## config.mk

```make
export PLATFORM = sky130hd
export DESIGN_NAME = i2c_addr_matcher
export DESIGN_NICKNAME = d
export VERILOG_FILES = /design/src/rtl/i2c_am_pkg.sv /design/src/rtl/i2c_am_slot_cmp.sv /design/src/rtl/i2c_am_prio.sv /design/src/rtl/i2c_am_flags.sv /design/src/rtl/i2c_addr_matcher.sv
export SDC_FILE = /design/constraint.sdc
export NUM_CORES = 1
export LEC_CHECK = 0
export BUFFER_PORTS_ARGS = -buffer_cell sky130_fd_sc_hd__buf_2
export CAP_MARGIN = 40
export CORE_MARGIN = 10
export CORE_UTILIZATION = 45
export CTS_CLUSTER_DIAMETER = 150
export DETAILED_ROUTE_END_ITERATION = 6
export PLACE_DENSITY = 0.79
export SYNTH_ARGS = -nofsm -noshare
export SYNTH_HDL_FRONTEND = slang
export SYNTH_SLANG_ARGS = --single-unit
export TNS_END_PERCENT = 1
```

## constraint.sdc

```tcl
create_clock -name clk -period 2.76 [get_ports clk]
set_input_delay 0.138 -clock clk [delete_from_list [all_inputs] [get_ports clk]]
set_output_delay 0.138 -clock clk [all_outputs]
set_load 0.01 [all_outputs]
```

## src/rtl/i2c_am_pkg.sv

```systemverilog
package i2c_am_pkg;

    typedef enum logic [1:0] {
        ST_IDLE    = 2'd0,
        ST_EVAL    = 2'd1,
        ST_WAIT_SW = 2'd2
    } am_state_e;

    typedef enum logic [2:0] {
        DEC_NONE    = 3'd0,
        DEC_NACK    = 3'd1,
        DEC_AUTO    = 3'd2,
        DEC_DEFER   = 3'd3,
        DEC_SW_ACK  = 3'd4,
        DEC_SW_NACK = 3'd5
    } am_dec_e;

endpackage

```

## src/rtl/i2c_am_slot_cmp.sv

```systemverilog
module i2c_am_slot_cmp #(
    parameter int ADDR_W  = 10,
    parameter int SHORT_W = 7
) (
    input  logic [ADDR_W-1:0] own,
    input  logic              en,
    input  logic [ADDR_W-1:0] mask,
    input  logic [ADDR_W-1:0] rx,
    input  logic              ten_bit,
    output logic              hit
);
    localparam logic [ADDR_W-1:0] SHORT_SEL = {{(ADDR_W-SHORT_W){1'b0}}, {SHORT_W{1'b1}}};
    localparam logic [ADDR_W-1:0] LONG_SEL  = {ADDR_W{1'b1}};

    logic [ADDR_W-1:0] width_sel;
    logic              mask_active;
    logic [ADDR_W-1:0] eff_mask;
    logic [ADDR_W-1:0] care;

    always_comb begin
        width_sel   = ten_bit ? LONG_SEL : SHORT_SEL;
        mask_active = ~&(mask | ~width_sel);
        eff_mask    = mask_active ? mask : LONG_SEL;
        care        = width_sel & eff_mask;
        hit         = en && (((own ^ rx) & care) == '0);
    end
endmodule

```

## src/rtl/i2c_am_prio.sv

```systemverilog
module i2c_am_prio #(
    parameter int NUM_SLOTS = 4
) (
    input  logic [NUM_SLOTS-1:0] hits,
    output logic [NUM_SLOTS-1:0] winner,
    output logic                 any_hit
);
    always_comb begin
        winner = '0;
        for (int i = 0; i < NUM_SLOTS; i++) begin
            if (hits[i]) begin
                winner    = '0;
                winner[i] = 1'b1;
            end
        end
        any_hit = |hits;
    end
endmodule

```

## src/rtl/i2c_am_flags.sv

```systemverilog
module i2c_am_flags #(
    parameter int NUM_SLOTS = 4
) (
    input  logic                 clk,
    input  logic                 rst_n,
    input  logic                 clr,
    input  logic [NUM_SLOTS-1:0] set_rx,
    input  logic [NUM_SLOTS-1:0] set_tx,
    input  logic [NUM_SLOTS-1:0] drop_tx,
    input  logic                 bus_start,
    input  logic                 bus_stop,
    output logic [NUM_SLOTS-1:0] rx_flag,
    output logic [NUM_SLOTS-1:0] tx_flag,
    output logic                 start_flag,
    output logic                 stop_flag
);
    for (genvar g = 0; g < NUM_SLOTS; g++) begin : g_slot
        always_ff @(posedge clk or negedge rst_n) begin
            if (!rst_n) begin
                rx_flag[g] <= 1'b0;
                tx_flag[g] <= 1'b0;
            end else begin
                rx_flag[g] <= set_rx[g] | (rx_flag[g] & ~clr);
                tx_flag[g] <= set_tx[g] | (tx_flag[g] & ~clr & ~drop_tx[g]);
            end
        end
    end

    always_ff @(posedge clk or negedge rst_n) begin
        if (!rst_n) begin
            start_flag <= 1'b0;
            stop_flag  <= 1'b0;
        end else begin
            start_flag <= bus_start | (start_flag & ~clr);
            stop_flag  <= bus_stop  | (stop_flag  & ~clr);
        end
    end
endmodule

```

## src/rtl/i2c_addr_matcher.sv

```systemverilog
module i2c_addr_matcher
    import i2c_am_pkg::*;
#(
    parameter int NUM_SLOTS = 4,
    parameter int ADDR_W    = 10,
    parameter int SHORT_W   = 7
) (
    input  logic                        clk,
    input  logic                        rst_n,
    input  logic                        addr_valid,
    input  logic [ADDR_W-1:0]           rx_addr,
    input  logic                        ten_bit_mode,
    input  logic                        rw_bit,
    input  logic [NUM_SLOTS*ADDR_W-1:0] own_addr,
    input  logic [NUM_SLOTS-1:0]        own_en,
    input  logic [ADDR_W-1:0]           addr_mask,
    input  logic                        sw_ack_mode,
    input  logic                        sw_ack_pulse,
    input  logic                        sw_nack_pulse,
    input  logic                        bus_start,
    input  logic                        bus_stop,
    input  logic                        clr_flags,
    output logic                        ack_valid,
    output logic                        ack,
    output logic                        ack_pending,
    output logic [NUM_SLOTS-1:0]        slot_hit,
    output logic [NUM_SLOTS-1:0]        rx_flag,
    output logic [NUM_SLOTS-1:0]        tx_flag,
    output logic                        start_flag,
    output logic                        stop_flag,
    output logic [ADDR_W-1:0]           addr_capture
);
    localparam logic [ADDR_W-1:0] NO_MASK = {ADDR_W{1'b1}};

    am_state_e             state_q, state_d;
    am_dec_e               dec;
    logic                  ten_q, rw_q;
    logic [NUM_SLOTS-1:0]  hits, winner;
    logic                  any_hit;
    logic [NUM_SLOTS-1:0]  set_rx, set_tx, drop_tx;

    // Parallel comparators: only slot 0 sees the mask register.
    for (genvar g = 0; g < NUM_SLOTS; g++) begin : g_cmp
        logic [ADDR_W-1:0] slot_mask;
        if (g == 0) begin : g_masked
            assign slot_mask = addr_mask;
        end else begin : g_exact
            assign slot_mask = NO_MASK;
        end
        i2c_am_slot_cmp #(.ADDR_W(ADDR_W), .SHORT_W(SHORT_W)) u_cmp (
            .own     (own_addr[g*ADDR_W +: ADDR_W]),
            .en      (own_en[g]),
            .mask    (slot_mask),
            .rx      (addr_capture),
            .ten_bit (ten_q),
            .hit     (hits[g])
        );
    end

    i2c_am_prio #(.NUM_SLOTS(NUM_SLOTS)) u_prio (
        .hits    (hits),
        .winner  (winner),
        .any_hit (any_hit)
    );

    // State register.
    always_ff @(posedge clk or negedge rst_n) begin
        if (!rst_n) state_q <= ST_IDLE;
        else        state_q <= state_d;
    end

    // Next state and decision decode.
    always_comb begin
        state_d = state_q;
        dec     = DEC_NONE;
        unique case (state_q)
            ST_IDLE: begin
                if (addr_valid) state_d = ST_EVAL;              // T_CAPTURE
            end
            ST_EVAL: begin
                if (!any_hit)                      dec = DEC_NACK;  // T_NACK
                else if (winner[0] && sw_ack_mode) dec = DEC_DEFER; // T_DEFER
                else                               dec = DEC_AUTO;  // T_AUTO
                state_d = (dec == DEC_DEFER) ? ST_WAIT_SW : ST_IDLE;
            end
            ST_WAIT_SW: begin
                if (sw_ack_pulse) begin                          // T_SW_ACK
                    dec     = DEC_SW_ACK;
                    state_d = ST_IDLE;
                end else if (sw_nack_pulse) begin                // T_SW_NACK
                    dec     = DEC_SW_NACK;
                    state_d = ST_IDLE;
                end
            end
            default: state_d = ST_IDLE;
        endcase
    end

    // Flag strobes derived from the decision.
    always_comb begin
        set_rx  = '0;
        set_tx  = '0;
        drop_tx = '0;
        unique case (dec)
            DEC_AUTO: begin
                if (rw_q) set_tx = winner;
                else      set_rx = winner;
            end
            DEC_DEFER: begin
                if (rw_q) set_tx = winner;
            end
            DEC_SW_ACK: begin
                if (!rw_q) set_rx = slot_hit;
            end
            DEC_SW_NACK: begin
                if (rw_q) drop_tx = slot_hit;
            end
            DEC_NONE, DEC_NACK: ;
            default: ;
        endcase
    end

    // Output register process.
    always_ff @(posedge clk or negedge rst_n) begin
        if (!rst_n) begin
            ack_valid    <= 1'b0;
            ack          <= 1'b0;
            ack_pending  <= 1'b0;
            slot_hit     <= '0;
            addr_capture <= '0;
            ten_q        <= 1'b0;
            rw_q         <= 1'b0;
        end else begin
            ack_valid <= 1'b0;
            if (state_q == ST_IDLE && addr_valid) begin
                addr_capture <= rx_addr;
                ten_q        <= ten_bit_mode;
                rw_q         <= rw_bit;
            end
            unique case (dec)
                DEC_NACK: begin
                    ack_valid <= 1'b1;
                    ack       <= 1'b0;
                    slot_hit  <= '0;
                end
                DEC_AUTO: begin
                    ack_valid <= 1'b1;
                    ack       <= 1'b1;
                    slot_hit  <= winner;
                end
                DEC_DEFER: begin
                    ack_pending <= 1'b1;
                    ack         <= 1'b0;
                    slot_hit    <= winner;
                end
                DEC_SW_ACK: begin
                    ack_valid   <= 1'b1;
                    ack         <= 1'b1;
                    ack_pending <= 1'b0;
                end
                DEC_SW_NACK: begin
                    ack_valid   <= 1'b1;
                    ack         <= 1'b0;
                    ack_pending <= 1'b0;
                    slot_hit    <= '0;
                end
                DEC_NONE: ;
                default: ;
            endcase
        end
    end

    i2c_am_flags #(.NUM_SLOTS(NUM_SLOTS)) u_flags (
        .clk        (clk),
        .rst_n      (rst_n),
        .clr        (clr_flags),
        .set_rx     (set_rx),
        .set_tx     (set_tx),
        .drop_tx    (drop_tx),
        .bus_start  (bus_start),
        .bus_stop   (bus_stop),
        .rx_flag    (rx_flag),
        .tx_flag    (tx_flag),
        .start_flag (start_flag),
        .stop_flag  (stop_flag)
    );
endmodule

```

==> flow_summary.yaml <==
sta:
  relSlewSlack: 0.541
  final_hold_viol_count: 0
  report.final.setup_viol: 0
  rsz0062_at_grt: "false"
  holdWs_ns: 0.0289
  fmax_ghz: 0.398
  setup_tns_ns: 0
  skew_ns: 0.00690
  fin_crit_ns: 2.51
  period_share: 0.911
  worst_pin_slew_ns: 0.688
  drv_slew: 0
setup_path:
  r2r_slack_ns: 0.25
  endpoint_kind: "register"
  r2r_start: "addr_capture[8]"
  crit_fanout: 6
  r2r-end: "u_flags.tx_flag[0]"
  crit_type: "reg -> reg"
  cp.required_ns: 2.92
  cp_data_arrival_time_ns: 2.68
  ff2ff_path_depth: 7
  start_kind: "register"
global_route:
  grt_antenna_before_repair: 0
  grt.total_usage: 0.153
  grt_max_degree: 32
  grt_overflow: 0
  grt_pass1_wl_mm: 9.28
  first_global_vias: 1875
logic_synthesis:
  synth_compound_area_frac: 0.125
  yosys-mux-area-fraction: 0.0871
  synth.distinct_cells: 41
  synth_flop_cell: "dfrtp_1"
  synthCells: 190
  synth_xor_area_frac: 0.178
  synth_top_area_share: 0.386
  synth_top_cell_by_area: "dfrtp_1"
  synth_fa_ha_area_frac: 0.0187
  avgSynthCellArea_um2: 10.6
  ys_warn_count: 0
  post-synth-top-count-cell: "xnor2_1"
  synthSimpleGateAreaFrac: 0.149
  synth_area_mm2: 0.00201
  synth_commonest_cells: "xnor2_1 (33), dfrtp_1 (31), mux2_2 (12)"
  synth_top_family_by_area: "XOR/XNOR gates"
  synth_fp_nets: 268
  synth_edf_count: 0
  ys_seq_area_frac: 0.386
  synth_area_leaders: "dfrtp_1 (39%), xnor2_1 (14%), mux2_2 (6.7%)"
  ys_async_sr_fraction: 1.00
  ys_seq_elements: 31
drt:
  via_per_inst: 5.20
  wl_per_cell_um: 16.9
  drc: 0
  wirelength_mm: 5.74
  dr.first_iter.drc_count: 98
  vias: 1767
  first_pass_iters: 6
  drtAntennaViolNets: 0
final_layout:
  drive_gt1_frac: 0.444
  diodes: 0
  finalNetCount: 365
  instances_no_fill: 340
  areaGrowthSynthToFinish_pct: 29.5
  fillers: 388
placement:
  dp.cells: 331
  hpwl_mm: 4.83
  gp_congestion: 0.829
  port_buffers: 101
power:
  switching_power_mw: 0.788
  combPwrFrac: 0.422
  power.density_mw_per_mm2: 791
  pwr-share-seq: 0.387
  p_clk_frac: 0.192
  p_leak_nw: 1.25
  peakVddDrop_v: 0.000429
  swShare: 0.382
  intPower_mw: 1.27
clock_network:
  cts_tree: "yes"
  cts-resized-gates: 0
  clockBufferDepth: 2
  cts-buffers-inserted: 5
  clk_latency_ns: 0.28
  htreeDepth: 2
  cts_root_buffer: "clkbuf_8"
  clock-sinks: 31
  clk_pin_slew_ns: 0.07
worst_hold_path:
  holdPathStages: 2
  holdCritStartpoint: "bus_start"
  hold_path_class: "in -> reg"
  whs_endpoint: "u_flags.start_flag"
floorplan:
  io_pins: 102
  chipHeight_um: 86.9
  core_mm2: 0.00435
  initial_core_util: 0.462
  fp.dieW_um: 86.9
  die_area_mm2: 0.00755
  fp-row-count: 24
outcome:
  status: "completed"
flow_run:
  cap_violations: 0
critical path, stage by stage, from the launching register on:
cell	delay, ns
dfrtp_1	0.46
xnor2_1	0.17
nand3_1	0.11
a211oi_1	0.14
nor3_4	0.35
a41oi_2	0.24
or4b_4	0.56
a311o_1	0.38
stage by stage:
step	utilization	instance area (um2)	worst slack, ns	power [mW]
5_1_grt	0.599	2610	0.127	2.21
6_report	0.599	2610	0.246	2.06
3_5_place_dp	0.572	2490	0.261	1.68
3_3_place_gp	0.572	2490	0.347	1.65
2_1_floorplan	-	2010	0.407	1.49
4_1_cts	0.599	2610	0.244	2.08
cell families (layout without fill, tap and decap cells):
group | count (synthesis) | count (layout)
AO/OA/AOI/OAI | 30 | 30
flip-flops | 31 | 31
AND/OR/NAND/NOR | 51 | 51
multiplexers | 16 | 16
adder cells (fa/ha/maj) | 3 | 3
XOR/XNOR | 41 | 41
buffers and inverters | 18 | 116
worst max-delay path by stage:
stage                     slack [ns]                 end  cells past startpoint            start
after floorplan                 0.41  u_flags.tx_flag[1]                      8  addr_capture[7]
after global placement          0.35  u_flags.tx_flag[3]                      7  addr_capture[6]
after detailed placement        0.26  u_flags.tx_flag[0]                      7  addr_capture[8]
after CTS                       0.24  u_flags.tx_flag[0]                      7  addr_capture[8]
after global routing            0.13  u_flags.tx_flag[0]                      7  addr_capture[9]
final                           0.25  u_flags.tx_flag[0]                      7  addr_capture[8]
repair_timing:
| action | CTS | global route |
|---|---|---|
| setup buffers | 0 | 0 |
| hold endpoints to repair | 31 | 0 |
| hold buffers | 1 | 0 |
area by class of cell:
type	instances	area (um2)	area share
sequential	31	776	0.298
tap	52	65.1	0.0250
multi-input combinational	141	1120	0.431
inverter	6	22.5	0.00864
clock buffer	7	96.3	0.0370
timing repair buffer	102	515	0.198
clock inverter	1	7.51	0.00288
sequential cells by signal, summed over array words and instances, names as in the netlist:
signal and cells:
rw_q 1, addr_capture 10, u_flags.stop_flag 1, u_flags.rx_flag 4, ack 1, ack_pending 1, ack_valid 1, state_q 2
slot_hit 4, ten_q 1, u_flags.tx_flag 4, u_flags.start_flag 1
power by group through the flow:
stage | Clock (mW) | Combinational (mW) | Sequential (mW)
after floorplan | 0 | 0.782 | 0.708
after global placement | 0 | 0.857 | 0.794
after detailed placement | 0 | 0.874 | 0.804
after CTS | 0.405 | 0.881 | 0.797
after global routing | 0.425 | 0.962 | 0.825
final | 0.395 | 0.870 | 0.797
cells in the final DEF, fill, tap and decap left out, types with 6 or more instances in the layout:
cell type  instances
xor2_1             8
dfrtp_1           31
nor2_1             7
mux2_2            12
nor3b_1            6
nand2_1            9
buf_2            101
clkbuf_8           7
xnor2_1           33
nand4_1            6
per-layer routing:
metal  vias up  part of all wire  GRT usage
li1        865                 -          -
met1       842              0.38      0.162
met2        51              0.52      0.270
met3         9             0.074     0.0571
met4         0             0.020     0.0515
met5         -                 0          0
Power figures use the tool's default switching activity.
